===== src/rtl/sar_pkg.sv =====
package sar_pkg;
    typedef enum logic [1:0] {
        S_IDLE  = 2'd0,
        S_SETUP = 2'd1,
        S_TRIAL = 2'd2,
        S_FIN   = 2'd3
    } conv_state_t;
endpackage


===== src/rtl/sar_prescale.sv =====
module sar_prescale #(
    parameter int PS_W  = 7,
    parameter int SEL_W = 3
) (
    input  logic             clk,
    input  logic             rst_n,
    input  logic             en,
    input  logic [SEL_W-1:0] sel,
    output logic             tick
);
    logic [PS_W-1:0] cnt;
    logic [PS_W:0]   mask_w;
    logic [PS_W-1:0] mask;
    int unsigned     shift;

    always_ff @(posedge clk or negedge rst_n) begin
        if (!rst_n)    cnt <= '0;
        else if (!en)  cnt <= '0;
        else           cnt <= cnt + 1'b1;
    end

    always_comb begin
        shift  = (sel == '0) ? 1 : int'(sel);
        mask_w = ((PS_W+1)'(1) << shift) - (PS_W+1)'(1);
        mask   = mask_w[PS_W-1:0];
        tick   = en && ((cnt & mask) == mask);
    end

    // the divide ratio is at least 2, so ticks never come back to back
    a_r2_tick_spacing: assert property (@(posedge clk) disable iff (!rst_n)
        tick |=> !tick);
    // a counter released from reset cannot tick in its first enabled cycle
    a_r3_fresh_start: assert property (@(posedge clk) disable iff (!rst_n)
        $rose(en) |-> !tick);
endmodule


===== src/rtl/sar_engine.sv =====
module sar_engine
    import sar_pkg::*;
#(
    parameter int RES_W    = 10,
    parameter int CH_W     = 3,
    parameter int NORM_CYC = 13,
    parameter int EXT_CYC  = 25
) (
    input  logic             clk,
    input  logic             rst_n,
    input  logic             en,
    input  logic             tick,
    input  logic             start_req,
    input  logic             flag_clr,
    input  logic             irq_ack,
    input  logic             cmp_in,
    input  logic [CH_W-1:0]  chan_sel,
    output logic             busy,
    output logic             flag,
    output logic [RES_W-1:0] dac_code,
    output logic [RES_W-1:0] result,
    output logic [CH_W-1:0]  chan_act
);
    localparam int NORM_SETUP = NORM_CYC - RES_W - 1;
    localparam int EXT_SETUP  = EXT_CYC - RES_W - 1;
    localparam int CNT_W      = $clog2(EXT_SETUP + 1);
    localparam int IDX_W      = $clog2(RES_W);

    conv_state_t      state, nxt;
    logic             start_bit, first_pend, flag_q;
    logic [CNT_W-1:0] pre;
    logic [IDX_W-1:0] idx;
    logic [RES_W-1:0] code, res_q;
    logic [CH_W-1:0]  chan_q;
    logic             done_pulse;

    // state register
    always_ff @(posedge clk or negedge rst_n) begin
        if (!rst_n) state <= S_IDLE;
        else        state <= nxt;
    end

    // next state
    always_comb begin
        nxt = state;
        unique case (state)
            S_IDLE:  if (tick && start_bit)   nxt = S_SETUP;
            S_SETUP: if (tick && pre == '0)   nxt = S_TRIAL;
            S_TRIAL: if (tick && idx == '0)   nxt = S_FIN;
            S_FIN:   if (tick)                nxt = S_IDLE;
        endcase
        if (!en) nxt = S_IDLE;
    end

    assign done_pulse = en && tick && (state == S_FIN);

    // datapath
    always_ff @(posedge clk or negedge rst_n) begin
        if (!rst_n) begin
            start_bit  <= 1'b0;
            first_pend <= 1'b1;
            pre        <= '0;
            idx        <= '0;
            code       <= '0;
            res_q      <= '0;
            chan_q     <= '0;
        end else if (!en) begin
            start_bit  <= 1'b0;
            first_pend <= 1'b1;
            code       <= '0;
        end else begin
            if (start_req) start_bit <= 1'b1;
            unique case (state)
                S_IDLE: if (tick && start_bit) begin
                    pre        <= first_pend ? CNT_W'(EXT_SETUP - 2) : CNT_W'(NORM_SETUP - 2);
                    first_pend <= 1'b0;
                    chan_q     <= chan_sel;
                    code       <= '0;
                end
                S_SETUP: if (tick) begin
                    if (pre == '0) begin
                        code <= RES_W'(1) << (RES_W - 1);
                        idx  <= IDX_W'(RES_W - 1);
                    end else begin
                        pre <= pre - 1'b1;
                    end
                end
                S_TRIAL: if (tick) begin
                    if (!cmp_in) code[idx] <= 1'b0;
                    if (idx != '0) begin
                        code[idx - 1'b1] <= 1'b1;
                        idx              <= idx - 1'b1;
                    end
                end
                S_FIN: if (tick) begin
                    res_q     <= code;
                    start_bit <= 1'b0;
                end
            endcase
        end
    end

    // completion flag: setting wins over clearing
    always_ff @(posedge clk or negedge rst_n) begin
        if (!rst_n)                   flag_q <= 1'b0;
        else if (done_pulse)          flag_q <= 1'b1;
        else if (flag_clr || irq_ack) flag_q <= 1'b0;
    end

    // outputs
    always_comb begin
        busy     = start_bit;
        flag     = flag_q;
        dac_code = code;
        result   = res_q;
        chan_act = chan_q;
    end

    // the start bit stays set while the sequencer is away from IDLE
    a_r8_busy_active: assert property (@(posedge clk) disable iff (!rst_n)
        (state != S_IDLE) |-> start_bit);
    // the flag only rises out of the FINISH state
    a_r7_flag_source: assert property (@(posedge clk) disable iff (!rst_n)
        $rose(flag_q) |-> $past(state) == S_FIN);
    // the trial code changes only on converter ticks
    a_r6_code_hold: assert property (@(posedge clk) disable iff (!rst_n)
        (state == S_TRIAL && !tick && en) |=> $stable(code));
    // disabling returns to IDLE with the start bit cleared
    a_r3_abort: assert property (@(posedge clk) disable iff (!rst_n)
        !en |=> (state == S_IDLE && !start_bit));
    // the captured channel holds for the whole conversion
    a_r11_chan_hold: assert property (@(posedge clk) disable iff (!rst_n)
        (state != S_IDLE && $past(state) != S_IDLE) |-> $stable(chan_q));
endmodule


===== src/rtl/sar_align.sv =====
module sar_align #(
    parameter int RES_W  = 10,
    parameter int BYTE_W = 8
) (
    input  logic [RES_W-1:0]  result,
    input  logic              left_adj,
    output logic [BYTE_W-1:0] data_hi,
    output logic [BYTE_W-1:0] data_lo
);
    localparam int PAD = 2 * BYTE_W - RES_W;

    logic [2*BYTE_W-1:0] packed_w;

    always_comb begin
        if (left_adj) packed_w = {result, {PAD{1'b0}}};
        else          packed_w = {{PAD{1'b0}}, result};
        data_hi = packed_w[2*BYTE_W-1:BYTE_W];
        data_lo = packed_w[BYTE_W-1:0];
    end
endmodule


===== src/rtl/sar_conv_ctrl.sv =====
module sar_conv_ctrl #(
    parameter int RES_W    = 10,
    parameter int PS_W     = 7,
    parameter int SEL_W    = 3,
    parameter int CH_W     = 3,
    parameter int NORM_CYC = 13,
    parameter int EXT_CYC  = 25
) (
    input  logic             clk,
    input  logic             rst_n,
    input  logic             conv_en,
    input  logic             start_req,
    input  logic             flag_clr,
    input  logic             irq_ack,
    input  logic             left_adj,
    input  logic [SEL_W-1:0] div_sel,
    input  logic [CH_W-1:0]  chan_sel,
    input  logic             cmp_in,
    output logic             busy,
    output logic             done_flag,
    output logic [RES_W-1:0] dac_code,
    output logic [7:0]       data_hi,
    output logic [7:0]       data_lo,
    output logic [CH_W-1:0]  chan_act
);
    logic             tick;
    logic [RES_W-1:0] result;

    sar_prescale #(.PS_W(PS_W), .SEL_W(SEL_W)) u_ps (
        .clk(clk), .rst_n(rst_n), .en(conv_en), .sel(div_sel), .tick(tick)
    );

    sar_engine #(.RES_W(RES_W), .CH_W(CH_W), .NORM_CYC(NORM_CYC), .EXT_CYC(EXT_CYC)) u_eng (
        .clk(clk), .rst_n(rst_n), .en(conv_en), .tick(tick),
        .start_req(start_req), .flag_clr(flag_clr), .irq_ack(irq_ack),
        .cmp_in(cmp_in), .chan_sel(chan_sel),
        .busy(busy), .flag(done_flag), .dac_code(dac_code),
        .result(result), .chan_act(chan_act)
    );

    sar_align #(.RES_W(RES_W), .BYTE_W(8)) u_al (
        .result(result), .left_adj(left_adj), .data_hi(data_hi), .data_lo(data_lo)
    );
endmodule


===== config.mk =====
export PLATFORM = sky130hd
export DESIGN_NAME = sar_conv_ctrl
export DESIGN_NICKNAME = d
export VERILOG_FILES = /design/src/rtl/sar_pkg.sv /design/src/rtl/sar_prescale.sv /design/src/rtl/sar_engine.sv /design/src/rtl/sar_align.sv /design/src/rtl/sar_conv_ctrl.sv
export SDC_FILE = /design/constraint.sdc
export NUM_CORES = 1
export LEC_CHECK = 0
export BUFFER_PORTS_ARGS = -buffer_cell sky130_fd_sc_hd__buf_4
export CAP_MARGIN = 5
export CELL_PAD_IN_SITES_DETAIL_PLACEMENT = 1
export CELL_PAD_IN_SITES_GLOBAL_PLACEMENT = 1
export CORE_MARGIN = 2
export CORE_UTILIZATION = 46
export DETAILED_ROUTE_END_ITERATION = 6
export GPL_ROUTABILITY_DRIVEN = 1
export PLACE_DENSITY = 0.95
export SLEW_MARGIN = 5
export SYNTH_ARGS = -nofsm -noshare
export SYNTH_HDL_FRONTEND = slang
export SYNTH_SLANG_ARGS = --single-unit

===== constraint.sdc =====
create_clock -name clk -period 3.35 [get_ports clk]
set_input_delay 0.335 -clock clk [delete_from_list [all_inputs] [get_ports clk]]
set_output_delay 0.335 -clock clk [all_outputs]
set_load 0.005 [all_outputs]

# Word-level counts from Yosys, hierarchy flattened
# Cells that the tools add are included.
[totals] reg_bits=43 in_bits=14 output_inout_bits=31 elab_cells=110
[op_classes] add_sub_neg=4 magnitude_cmp=4 eq_ne=20 shifts=1 muxes=43 bitwise_logic=4 n_reduce_logical=24
[ops] cell="$mux 10" n=10
[ops] cell="$mux 4" n=8
[ops] cell="$shl 1x32->7 const A" n=1
[ops] cell="$pmux 10 s3" n=1
[ops] cell="$ne 3x2->1 const B" n=7
[ops] cell="$mux 16" n=1
[ops] cell="$pmux 4 s2" n=2
[ops] cell="$ne 2x1->1 const B" n=7
[ops] cell="$mux 1" n=11
[ops] cell="$and 10x10->10" n=1
[ops] cell="$lt 4x5->1 const B" n=2
[ops] cell="$mux 2" n=5
[ops] cell="$not 10->10" n=1
[ops] cell="$or 10x10->10" n=1
[ops] cell="$reduce_and 5->1" n=2
[ops] cell="$demux 1 s4" n=2
[ops] cell="$ge 4x1->1 const B" n=2
[ops] cell="$logic_and 1x1->1" n=8
[ops] cell="$logic_not 4->1" n=2
[ops] cell="$pmux 2 s4" n=1
[ops] cell="$sub 4x1->4 const B" n=2
[ops] cell="$add 7x1->7 const B" n=1
[ops] cell="$and 7x7->7" n=1
[ops] cell="$eq 7x7->1" n=1
[ops] cell="other kinds (16)" n=20

# Depth between registers and ports, before layout
[depth] depth_word=15 depth_mapped=9 ltp_nobuf=8

# Hierarchy
# From an unflattened synthesis, not the netlist that was laid out.
[unflattened] cells_unflattened=253 hier_area_um2=2562.5
[by_module_without_submodules] mod="sar_engine" instances=1 cells_per_inst=197 area_each_um2=2010.7 seq_area_each_um2=902.1
[by_module_without_submodules] mod="sar_prescale" instances=1 cells_per_inst=38 area_each_um2=394.1 seq_area_each_um2=175.2
[by_module_without_submodules] mod="sar_align" instances=1 cells_per_inst=18 area_each_um2=157.7 seq_area_each_um2=0.0

# Worst setup path after synthesis
# Ideal clock, no wire load.
[synth_timing] path_type="input port to flip-flop" from="in div_sel[1]" to="reg u_eng.res_q[1] (netlist: u_eng.result[1])" setup_time_ns=0.128 arrival_ns=2.272 required_ns=3.222 slack_ns=0.950 path_stages=9 n_path_buf=2 path_cell_list="or2_2 > ha_1 > nor2b_1 > mux2_4 > nor4b_4 > buf_2 > nand2_1 > buf_2 > mux2_1"
[synth_via] elab_chain_len=8
[synth_lines] element="from (decl)" line_no="sar_conv_ctrl.sv:16" rtl="input logic [SEL_W-1:0] div_sel,"
[synth_lines] element="$logic_not 3->1" line_no="sar_prescale.sv:23" rtl="shift = (sel == '0) ? 1 : int'(sel);"
[synth_lines] element="$mux 3 (*)" line_no="sar_prescale.sv:23"
[synth_lines] element="$shl 1x32->7 (*)" line_no="sar_prescale.sv:24" rtl="mask_w = ((PS_W+1)'(1) << shift) - (PS_W+1)'(1);"
[synth_lines] element="$sub 7x2->7 (*)" line_no="sar_prescale.sv:24"
[synth_lines] element="$and 7x7->7" line_no="sar_prescale.sv:26" rtl="tick = en && ((cnt & mask) == mask);"
[synth_lines] element="$eq 7x7->1 (*)" line_no="sar_prescale.sv:26"
[synth_lines] element="$logic_and 1x1->1 (*)" line_no="sar_prescale.sv:26"
[synth_lines] element="$reduce_and 3->1 (no source line) (*)"
[synth_lines] element="to (signal assigned)" line_no="sar_engine.sv:96" rtl="res_q <= code;"
[synth_lines] element="to (decl)" line_no="sar_engine.sv:33" rtl="logic [RES_W-1:0] code, res_q;"
# Every way passes the cells marked *; elsewhere a longest branch is shown, timed or not.
# A chain may end at the register's enable or synchronous reset.

# Worst setup path in the final report
[layout_timing] from="in div_sel[1]" to="reg u_eng.code[8] (netlist: u_eng.dac_code[8])"
[layout_via] elab_chain_len=10 word_cells_on_any_way=12 classes_between="add/sub: 1; eq/ne: 4; shift: 1; mux: 1; bitwise: 1; reduce/logical: 4"
[layout_lines] element="$logic_not 3->1" line_no="sar_prescale.sv:23"
[layout_lines] element="$mux 3 (*)" line_no="sar_prescale.sv:23"
[layout_lines] element="$shl 1x32->7 (*)" line_no="sar_prescale.sv:24"
[layout_lines] element="$sub 7x2->7 (*)" line_no="sar_prescale.sv:24"
[layout_lines] element="$and 7x7->7" line_no="sar_prescale.sv:26"
[layout_lines] element="$eq 7x7->1 (*)" line_no="sar_prescale.sv:26"
[layout_lines] element="$logic_and 1x1->1 (*)" line_no="sar_prescale.sv:26"
[layout_lines] element="$logic_and 1x1->1" line_no="sar_engine.sv:74" rtl="S_IDLE: if (tick && start_bit) begin"
[layout_lines] element="$ne 3x2->1 (no source line)"
[layout_lines] element="$reduce_and 5->1 (no source line) (*)"
[layout_lines] element="to (signal assigned)" line_no="sar_engine.sv:82" rtl="code <= RES_W'(1) << (RES_W - 1);"
[layout_lines] element="to (decl)" line_no="sar_engine.sv:33"
# Marked as above.

==> flow_summary_export.csv <==
group,metric,value,unit
routing,wl,6490,um
cells_and_area,final_common_cell,"buf_4",
synthesis,synth_area,2510,um2
timing,post-route-period-util,75.9,%
synthesis,synth_edf_count,0,
floorplan,dieArea,6060,um2
clocking,clockBufferDepth,2,
setup_path,r2r_end,"u_eng.dac_code[3]$_DFFE_PN0P_",
routing,drtAntennaViolNets,0,
clocking,post_cts_buffers,0,
routing,wl_per_cell,17.4,um
timing,fin_crit,2.54,ns
global_route,top_usage_layer,"met2",
floorplan,start_util,48.5,%
timing,maxSlewViolCount,0,
clocking,cts-resized-gates,0,
synthesis,synth_seq_cells,43,
synthesis,ys.flop_type,"dfrtp_1",
timing,fin_skew,0.0121,ns
outcome,status,"completed",
global_route,antenna_found_initial,0,
timing,setup_tns,0,ns
synthesis,async_flop_share,100,%
placed_design,io_buffers,44,
clocking,clk_pin_slew,0.09,ns
timing,setup_violations,0,
routing,vias,2084,
clocking,cts_hold_buffers,0,
placed_design,dp_cells,366,
global_route,grt_max_degree,44,
timing,finalHoldViolations,0,
setup_path,end_kind,"flip-flop",
floorplan,rows,26,
global_route,use_met2,41.6,%
timing,fmax,393,MHz
floorplan,core_area,5170,um2
cells_and_area,nets,330,
cells_and_area,final_cell_mix,"buf_4 (46), dfrtp_1 (42), nand2_1 (26)",
setup_path,r2r-start,"u_eng.state[1]$_DFFE_PN0P_",
global_route,grt_pass1_vias,2168,
timing,rsz0062_at_grt,"no",
clocking,cts_sinks,43,
floorplan,io_pins,45,
power_and_ir_drop,p_int,0.773,mW
synthesis,syn_inst,263,
power_and_ir_drop,cellPowerDensity,369,nW/um2
cells_and_area,num-fill-cells,597,
cells_and_area,n_antenna_cell,0,
global_route,grt_usage,22.3,%
synthesis,yosysWarnings,0,
global_route,gr-total-overflow,0,
clocking,worstSkewPairLatency,0.30,ns
power_and_ir_drop,switching_share,29.7,%
timing,slew_headroom,51.4,%
power_and_ir_drop,power.sequential.fraction,51.7,%
cells_and_area,drive_gt1_share,21.1,%
floorplan,fp.dieW,77.9,um
power_and_ir_drop,power.switching,0.326,mW
worst_hold_path,holdCritPathClass,"in2async",
flow_run,drv_cap,0,
setup_path,required,3.54,ns
power_and_ir_drop,p_leak,1.49,nW
power_and_ir_drop,ir_worst_vdd,0.000200,V
timing,tightestPinTransition,0.726,ns
placed_design,place_area,2890,um2
cells_and_area,area_growth_syn_to_layout,18.5,%
synthesis,avgSynthCellArea,9.54,um2
setup_path,critPathKind,"in2reg",
clocking,cts_tree,"built",
routing,firstDrtPassIters,4,
placed_design,hpwl,4940,um
power_and_ir_drop,total_power,1.10,mW
setup_path,worst-r2r-cell-count,8,
placed_design,gp_congestion,0.877,
global_route,use_met3,4.42,%
clocking,cts-root-buf,"clkbuf_8",
cells_and_area,final_area,2980,um2
synthesis,seq_area_frac_synth,42.9,%
routing,first_iter_violations,86,
synthesis,synth_cell_types,49,
global_route,grt_first_pass_wirelength,10700,um
power_and_ir_drop,p_comb_share,18.1,%
clocking,htree_levels,2,
setup_path,critPathLaunchType,"primary input",
cells_and_area,fin_cells,374,
floorplan,fp.dieH,77.9,um
setup_path,rrSetupSlack,0.83,ns
routing,viasPerCell,5.57,
synthesis,syn-num-nets,290,
power_and_ir_drop,clkPwrFrac,30.2,%
setup_path,crit_arrival,2.73,ns
clocking,cts_made_buffers,5,
routing,drc,0,
setup_path,crit_fanout,11,
global_route,gr-usage-met1,26.5,%
-- kinds of logic after synthesis --
family / count (synthesis) / share of synthesized area, %
xor+xnor: 6 / 2.09
compound gates: 58 / 14.6
flops: 43 / 42.9
other cells: 1 / 0.149
fa+ha+maj: 13 / 6.48
mux: 20 / 9.02
simple gates: 95 / 20.6
buf+inv: 27 / 4.19
-- layout make-up --
| type | instances | area (um2) | area share, % |
|---|---|---|---|
| multi-input cells | 193 | 1330 | 44.6 |
| flip-flops and latches | 43 | 1080 | 36.2 |
| repair buffers | 46 | 345 | 11.6 |
| well taps | 70 | 87.6 | 2.94 |
| clock buffers | 6 | 72.6 | 2.44 |
| inverters | 14 | 52.6 | 1.77 |
| clock inverters | 2 | 12.5 | 0.421 |
-- state kept, by name, summed over array words and instances, names as in the netlist --
| name | count |
|---|---|
| u_eng.chan_act | 3 |
| u_eng.first_pend | 1 |
| u_eng.result | 10 |
| u_eng.state | 2 |
| u_eng.pre | 4 |
| u_eng.busy | 1 |
| u_eng.flag | 1 |
| u_eng.idx | 4 |
| u_eng.dac_code | 10 |
| u_ps.cnt | 7 |
-- how the worst max path moves through the flow --
| stage | startpoint | endpoint | slack (ns) | cells after the start |
|---|---|---|---|---|
| after floorplan | div_sel[1] | u_eng.result[1]$_DFFE_PN0P_ | 0.95 | 9 |
| after global placement | div_sel[1] | u_eng.dac_code[1]$_DFFE_PN0P_ | 0.68 | 10 |
| after detailed placement | div_sel[1] | u_eng.dac_code[8]$_DFFE_PN0P_ | 0.53 | 10 |
| after CTS | div_sel[1] | u_eng.dac_code[8]$_DFFE_PN0P_ | 0.80 | 10 |
| after global routing | u_eng.state[1]$_DFFE_PN0P_ | u_eng.dac_code[3]$_DFFE_PN0P_ | 0.61 | 8 |
| final | div_sel[1] | u_eng.dac_code[8]$_DFFE_PN0P_ | 0.81 | 10 |
-- critical path, cell delays in order --
cell and delay, ns:
buf_4 0.12, or2_2 0.29, ha_1 0.22, nor2b_1 0.14
mux2_4 0.29, nor4b_4 0.30, buf_4 0.23, a21boi_1 0.18
or2_1 0.36, o31ai_1 0.25
-- power by group through the flow --
stage	clock network, mW	registers [mW]	logic [mW]
floorplan	0	0.572	0.121
global placement	0	0.574	0.181
detailed placement	0	0.577	0.198
CTS	0.340	0.568	0.200
global route	0.356	0.573	0.219
finish	0.332	0.568	0.199
-- through the flow --
stage,setup slack [ns],hold slack (ns),util [%]
finish,0.809,0.0117,57.5
global route,0.608,0.0557,57.5
CTS,0.803,0.0350,57.5
detailed placement,0.525,0.363,55.9
global placement,0.677,0.352,55.9
floorplan,0.950,0.0394,-
-- synthesized netlist by cell type, drive strengths merged (5+ instances only) --
library cell	number	share of area [%]
xnor2	5	1.7
nor2	11	1.6
nor2b	11	2.7
nand3	10	2.0
ha	13	6.5
o21ai	21	4.2
or2	5	1.2
a21oi	11	2.2
a31oi	6	1.5
inv	14	2.1
clkbuf	10	1.5
mux2	18	8.2
nand2	26	3.9
dfrtp	42	42
and2	13	3.2
-- metal layers --
metal / part of all wire (%) / wire length, um / vias to the layer above
li1: - / - / 991
met1: 42 / 2720 / 1040
met2: 53 / 3450 / 45
met3: 3.8 / 244 / 8
met4: 1.2 / 78 / 0
met5: 0 / 0 / -
Power figures use the tool's default switching activity.
